--- src/rtl/mem_cksum_pkg.sv ---
package mem_cksum_pkg;
  typedef enum logic [1:0] {
    RG_PROG = 2'd0,
    RG_CFG  = 2'd1,
    RG_ID   = 2'd2,
    RG_EE   = 2'd3
  } region_e;
endpackage

--- src/rtl/mem_cksum_rstsync.sv ---
module mem_cksum_rstsync #(
  parameter int STAGES = 2
) (
  input  logic clk,
  input  logic rst_n,
  output logic rst_s_n
);
  logic [STAGES-1:0] sync_q;
  logic [STAGES-1:0] sync_d;

  always_comb begin
    sync_d = {sync_q[STAGES-2:0], 1'b1};
  end

  always_ff @(posedge clk or negedge rst_n) begin
    if (!rst_n) sync_q <= '0;
    else        sync_q <= sync_d;
  end

  assign rst_s_n = sync_q[STAGES-1];

  AST_RELEASE_HOLDS: assert property (@(posedge clk) disable iff (!rst_n)
    rst_s_n |=> rst_s_n);
endmodule

--- src/rtl/mem_cksum_term.sv ---
module mem_cksum_term
  import mem_cksum_pkg::*;
#(
  parameter int DW = 16,
  parameter int MW = 8
) (
  input  logic [DW-1:0] data_i,
  input  logic [1:0]    region_i,
  input  logic [MW-1:0] mask_i,
  input  logic          prot_i,
  output logic [DW-1:0] term_o
);
  localparam int PADW = DW - MW;

  logic [MW-1:0] cfg_masked;

  for (genvar g = 0; g < MW; g++) begin : g_mask
    assign cfg_masked[g] = data_i[g] & mask_i[g];
  end

  always_comb begin
    term_o = '0;
    case (region_e'(region_i))
      RG_PROG: term_o = data_i;
      RG_CFG:  term_o = {{PADW{1'b0}}, cfg_masked};
      RG_ID:   term_o = prot_i ? data_i : '0;
      default: term_o = '0;
    endcase
  end

  always_comb begin
    if (region_i == RG_EE)
      AST_EE_NO_TERM: assert (term_o == '0);
    if (region_i == RG_ID && !prot_i)
      AST_ID_GATED: assert (term_o == '0);
    if (region_i == RG_CFG)
      AST_CFG_INSIDE_MASK: assert ((term_o & ~{{PADW{1'b0}}, mask_i}) == '0);
  end
endmodule

--- src/rtl/mem_cksum_acc.sv ---
module mem_cksum_acc #(
  parameter int DW = 16
) (
  input  logic          clk,
  input  logic          rst_s_n,
  input  logic          start_i,
  input  logic          fire_i,
  input  logic          last_i,
  input  logic [DW-1:0] term_i,
  output logic [DW-1:0] sum_o,
  output logic          done_o
);
  logic [DW-1:0] sum_q, sum_d, base;
  logic          done_q, done_d;
  logic          sum_en;

  always_comb begin
    base   = start_i ? '0 : sum_q;
    sum_en = start_i | fire_i;
    sum_d  = base + (fire_i ? term_i : '0);
    done_d = fire_i & last_i;
  end

  always_ff @(posedge clk or negedge rst_s_n) begin
    if (!rst_s_n) begin
      sum_q  <= '0;
      done_q <= 1'b0;
    end else begin
      if (sum_en) sum_q <= sum_d;
      done_q <= done_d;
    end
  end

  assign sum_o  = sum_q;
  assign done_o = done_q;

  AST_START_CLEARS: assert property (@(posedge clk) disable iff (!rst_s_n)
    (start_i && !fire_i) |=> (sum_o == '0));
  AST_IDLE_HOLDS: assert property (@(posedge clk) disable iff (!rst_s_n)
    (!start_i && !fire_i) |=> $stable(sum_o));
  AST_DONE_AFTER_LAST: assert property (@(posedge clk) disable iff (!rst_s_n)
    (fire_i && last_i) |=> done_o);
  AST_DONE_ONLY_AFTER_LAST: assert property (@(posedge clk) disable iff (!rst_s_n)
    !(fire_i && last_i) |=> !done_o);
endmodule

--- src/rtl/mem_cksum_accum.sv ---
module mem_cksum_accum #(
  parameter int DW = 16,
  parameter int MW = 8,
  parameter int SYNC_STAGES = 2
) (
  input  logic          clk,
  input  logic          rst_n,
  input  logic          start_i,
  input  logic          in_valid_i,
  output logic          in_ready_o,
  input  logic [15:0]   in_data_i,
  input  logic [1:0]    in_region_i,
  input  logic [7:0]    in_mask_i,
  input  logic          in_last_i,
  input  logic          prot_on_i,
  output logic [15:0]   sum_o,
  output logic          done_o
);
  logic          rst_s_n;
  logic          fire;
  logic [DW-1:0] term;

  mem_cksum_rstsync #(.STAGES(SYNC_STAGES)) u_rst (
    .clk     (clk),
    .rst_n   (rst_n),
    .rst_s_n (rst_s_n)
  );

  assign in_ready_o = rst_s_n;
  assign fire       = in_valid_i & in_ready_o;

  mem_cksum_term #(.DW(DW), .MW(MW)) u_term (
    .data_i   (in_data_i),
    .region_i (in_region_i),
    .mask_i   (in_mask_i),
    .prot_i   (prot_on_i),
    .term_o   (term)
  );

  mem_cksum_acc #(.DW(DW)) u_acc (
    .clk     (clk),
    .rst_s_n (rst_s_n),
    .start_i (start_i),
    .fire_i  (fire),
    .last_i  (in_last_i),
    .term_i  (term),
    .sum_o   (sum_o),
    .done_o  (done_o)
  );

  AST_PROG_FULL_ADD: assert property (@(posedge clk) disable iff (!rst_s_n)
    (fire && !start_i && in_region_i == 2'd0)
      |=> (sum_o == $past(sum_o) + $past(in_data_i)));
endmodule

--- config.mk ---
export PLATFORM = sky130hd
export DESIGN_NAME = mem_cksum_accum
export DESIGN_NICKNAME = d
export VERILOG_FILES = /design/src/rtl/mem_cksum_pkg.sv /design/src/rtl/mem_cksum_rstsync.sv /design/src/rtl/mem_cksum_term.sv /design/src/rtl/mem_cksum_acc.sv /design/src/rtl/mem_cksum_accum.sv
export SDC_FILE = /design/constraint.sdc
export NUM_CORES = 1
export LEC_CHECK = 0
export ABC_CLOCK_PERIOD_IN_PS = 1640
export BUFFER_PORTS_ARGS = -buffer_cell sky130_fd_sc_hd__buf_2
export CORE_ASPECT_RATIO = 1.25
export CORE_MARGIN = 2
export CORE_UTILIZATION = 59
export DETAILED_ROUTE_END_ITERATION = 10
export PLACE_DENSITY = 0.95
export SKIP_LAST_GASP = 1
export SLEW_MARGIN = 20
export SYNTH_ARGS = -nofsm -noshare
export SYNTH_HDL_FRONTEND = slang
export SYNTH_HIERARCHICAL = 1
export SYNTH_SLANG_ARGS = --single-unit
--- constraint.sdc ---
create_clock -name clk -period 1.64 [get_ports clk]
set_clock_uncertainty 0.1 [all_clocks]
set_input_delay 0.164 -clock clk [delete_from_list [all_inputs] [get_ports clk]]
set_output_delay 0.164 -clock clk [all_outputs]
set_load 0.005 [all_outputs]
==> impl_metrics.yaml, run 1 <==
placement:
  gp_congestion: 1.05
  pre_cts_ws_ns: -0.975
  numPortBuffers: 49
  dpl.cell_count: 385
  dp_hpwl_mm: 5.36
logic_synthesis:
  seq_area_frac_synth_pct: 22.7
  ys.flop_type: "dfrtp_1"
  syn-cell-area_mm2: 0.00210
  synth_edf_count: 0
  ys_ff_latch: 19
  async_flop_share_pct: 100
  syn-mean-instance-area_um2: 8.32
  synth_cells: 252
  synth.distinct_cells: 52
  synth_fp_nets: 300
  yosysWarnings: 6
global_route:
  grt_max_degree: 19
  grt_usage_pct: 68.9
  overflow: 31
die:
  ioPinCount: 50
  num_rows: 24
  start_util_pct: 60.7
  die_h_um: 70.6
  die_x_um: 57.3
sta:
  worst-ep-kind: "register data pin"
  worstEndpointGrtRepair: "u_acc/sum_o[14]$_DFFE_PN0P_/D"
clock_network:
  max-clock-path-buffers: 2
  cts_buffers: 3
  clkSinkCount: 19
  cts_root_buf: "clkbuf_8"
  cts_max_level: 1
run_status:
  lastStage: "global routing"
  error: "[ERROR GRT-0232] Routing congestion too high. Check the congestion heatmap in the GUI."
  status: "stopped before the end"
## metal layers
| metal | overflow | global-route usage (%) |
|---|---|---|
| met4 | 21 | 74.2 |
| met5 | 0 | 10.4 |
| met2 | 10 | 87.6 |
| met3 | 0 | 46.8 |
| met1 | 0 | 68.8 |
## what timing repair did
item / in CTS
resized for setup: 33
setup endpoints to repair: 16
buffers inserted: 6
hold endpoints to repair: 2
gates cloned: 2
hold buffers: 1
pin swaps: 22
## cell families after synthesis
group                    after synthesis  synth area share, %
AND/OR/NAND/NOR                      116                 33.6
AO/OA/AOI/OAI                         73                 24.3
flip-flops                            19                 22.7
buffers and inverters                 18                 5.61
adder cells (fa/ha/maj)               16                 9.91
XOR/XNOR                               9                 3.76
other                                  1                0.179
## per-stage QoR
step                      setup TNS, ns  instance area [um2]
after CTS                         -9.27                 3080
after detailed placement         -12.24                 2790
after global placement           -10.73                 2790
after floorplan                  -11.32                 2160
## synth_stat cells (4+ instances only)
cell,instances,area [um2]
a21o_1,8,60.1
a21oi_1,20,100
a22o_1,8,70.1
a31oi_1,5,31.3
and2_1,17,106
buf_4,5,37.5
buf_6,4,45.0
clkbuf_1,6,22.5
dfrtp_1,19,475
ha_1,15,188
nand2_1,22,82.6
nand3_1,4,20.0
nor2_1,18,67.6
nor2b_1,23,144
nor3b_2,8,100
o21ai_0,5,25.0
o21ai_1,4,20.0
or2b_1,6,45.0
xnor2_1,4,35.0
xor2_1,5,43.8
==> run 2: changes to the inputs <==
- CORE_ASPECT_RATIO: 1.25 -> not set
- CORE_UTILIZATION: 59 -> 40
- PLACE_DENSITY: 0.95 -> not set
- PLACE_DENSITY_LB_ADDON: not set -> 0.15
==> impl_metrics.yaml, run 2 <==
run_status:
  status: "complete, but fails checks"
  violations: "negative setup slack"
worst_setup_path:
  crit_path_cell_trace: "and2_4, and2_1, ha_2, o21ai_2, o21bai_2, a21oi_2, or3_1, and3b_1, o31ai_2"
  cp_num_cells: 9
  slowest_stage: "dfrtp_2"
  start_kind: "register"
  crit_required_ns: 1.72
  timing.rr.end: "u_acc/sum_o[13]$_DFFE_PN0P_"
  rr_worst_depth: 9
  path_buf_inv: 0
  criticalPathCategory: "reg2reg"
  critical_path.max_stage_delay_ns: 0.44
  critPathArrivalTime_ns: 2.44
  r2r_start: "u_rst/sync_q[1]$_DFF_PN0_"
  end_kind: "register"
  cp_top_family: "simple AND/OR/NAND/NOR gates"
  cp_max_fo: 7
  r2r_slack_ns: -0.71
sta:
  max_freq_mhz: 425
  fin_crit_sh_pct: 144
  finalMaxSlewViolations: 0
  hold_violations: 0
  layout_min_cycle_time_ns: 2.35
  rsz0062_at_grt: "true"
  setup_viol_count_final: 15
  fin_ws_ns: -0.715
global_route:
  grt_pass1_wl_mm: 9.48
  antenna_found_initial: 0
  use_met1_pct: 26.4
  grt_pass1_vias: 2084
  use_met2_pct: 34.1
  grt_max_degree: 19
  grt_usage_pct: 20.1
  top_usage_layer: "met2"
  grtUsageMet3_pct: 2.61
  overflow: 0
drt:
  drt_first_pass_iters: 4
  drc: 0
  antenna_left: 0
  drt_iter0_drc: 81
  via_per_inst: 5.07
  vias: 2163
  wire_per_inst_um: 13.9
  wl_mm: 5.95
logic_synthesis:
  seq_area_frac_synth_pct: 22.7
  ys.flop_type: "dfrtp_1"
  synth_cells: 252
  synth_area_leader_cell: "dfrtp_1"
  synth_top_cells_by_count: "nor2b_1 (23), nand2_1 (22), a21oi_1 (20)"
  syn-mean-instance-area_um2: 8.32
  yosysWarnings: 6
  synth_top_area_share_pct: 22.7
  synth_edf_count: 0
  ys_ff_latch: 19
  synth_most_common_cell: "nor2b_1"
  yosys-top-cells-area: "dfrtp_1 (23%), ha_1 (9.0%), nor2b_1 (6.9%)"
  synth_fp_nets: 300
  synth.distinct_cells: 52
  syn-cell-area_mm2: 0.00210
  async_flop_share_pct: 100
clock_network:
  clock_latency_ns: 0.26
  cts_max_level: 1
  cts_buffers: 3
  clkSlewWorstSetupHoldPaths_ns: 0.08
  cts_root_buf: "clkbuf_8"
  clkSinkCount: 19
  cts_tree: "done"
  max-clock-path-buffers: 2
finish:
  drive_gt1_share_pct: 47.1
  largest_register_ffs: 16
  final_cell_mix: "buf_4 (62), buf_2 (49), nor2b_1 (22)"
  num_antenna_cells: 0
  syn_to_final_growth_pct: 47.8
  layout_commonest_cell: "buf_4"
  fin_util_pct: 61.0
  fin_nets: 406
die:
  die_h_um: 76.4
  ioPinCount: 50
  die-area_mm2: 0.00583
  die_x_um: 76.4
  core-area_mm2: 0.00507
  start_util_pct: 41.3
  num_rows: 26
hold_path:
  hold_path_class: "in2reg"
  hp-start: "in_last_i"
  worstHoldEndpoint: "u_acc/done_o$_DFF_PN0_"
  whs_path_depth: 2
placement:
  numPortBuffers: 49
  gp_congestion: 0.937
  pre_cts_ws_ns: -0.945
  dp_hpwl_mm: 4.54
pwr:
  power.density_mw_per_mm2: 527
  p_leak_uw: 0.00147
  ir_worst_vdd_mv: 0.498
run:
  max_cap_violations: 0
## run 2: cell counts after synthesis
Identical to the previous run, type by type.
## run 2: through the flow
stage | instances | instance area, um2 | power (uW) | setup TNS [ns] | hold slack, ns
3_5_place_dp | 414 | 2800 | 1220 | -11.68 | -0.147
6_report | 427 | 3100 | 1630 | -8.52 | 0.0111
4_1_cts | 426 | 3020 | 1620 | -8.78 | 0.00519
3_3_place_gp | 414 | 2800 | 1210 | -11.53 | -0.149
2_1_floorplan | 252 | 2160 | 933 | -11.32 | -0.232
5_1_grt | 427 | 3100 | 1730 | -9.91 | 0.0232
## run 2: cell type report
class                      count  area, um2
timing repair buffer         116        778
tap                           70       87.6
sequential                    19        477
fill                         482       1980
multi-input combinational    216       1700
inverter                       2       7.51
clock inverter                 1       5.00
clock buffer                   3       41.3
## run 2: repair_timing
action	CTS	global route
setup endpoints to repair	16	16
gates resized for setup	17	17
setup buffers	6	1
hold buffers	1	0
pin swaps	16	10
gates cloned	1	0
endpoints found under the hold margin	2	0
## run 2: report_power, final
group          switching [uW]  leakage (uW)  internal, uW
clock                     181     0.0000255           169
sequential               31.5      0.000239           525
combinational             333       0.00120           390
## run 2: worst reg2reg max path: cells and delay by family (launching register included)
| kind | cells | cell delay, ns |
|---|---|---|
| simple gates | 4 | 0.89 |
| compound gates | 4 | 0.46 |
| flops | 1 | 0.44 |
| fa+ha+maj | 1 | 0.39 |
## run 2: cells by family after synthesis
group	count (synthesis)	synth area share (%)
flops	19	22.7
buf+inv	18	5.61
fa+ha+maj	16	9.91
compound gates	73	24.3
other cells	1	0.179
simple gates	116	33.6
xor+xnor	9	3.76
## run 2: layer usage
| layer | up-vias | routed length (um) |
|---|---|---|
| met3 | 12 | 161 |
| met2 | 51 | 2840 |
| met5 | - | 0 |
| li1 | 1097 | - |
| met4 | 0 | 174 |
| met1 | 1003 | 2780 |
## run 2: how the worst max path moves through the flow
stage | end | slack, ns | startpoint
2_1_floorplan | u_acc/sum_o[8]$_DFFE_PN0P_ | -0.96 | u_rst/sync_q[1]$_DFF_PN0_
3_3_place_gp | u_acc/sum_o[13]$_DFFE_PN0P_ | -0.94 | in_region_i[0]
3_5_place_dp | u_acc/sum_o[13]$_DFFE_PN0P_ | -0.94 | in_region_i[0]
4_1_cts | u_acc/sum_o[12]$_DFFE_PN0P_ | -0.76 | u_rst/sync_q[1]$_DFF_PN0_
5_1_grt | u_acc/sum_o[11]$_DFFE_PN0P_ | -0.83 | u_rst/sync_q[1]$_DFF_PN0_
6_report | u_acc/sum_o[13]$_DFFE_PN0P_ | -0.71 | u_rst/sync_q[1]$_DFF_PN0_
(Power assumes the default switching activity.)
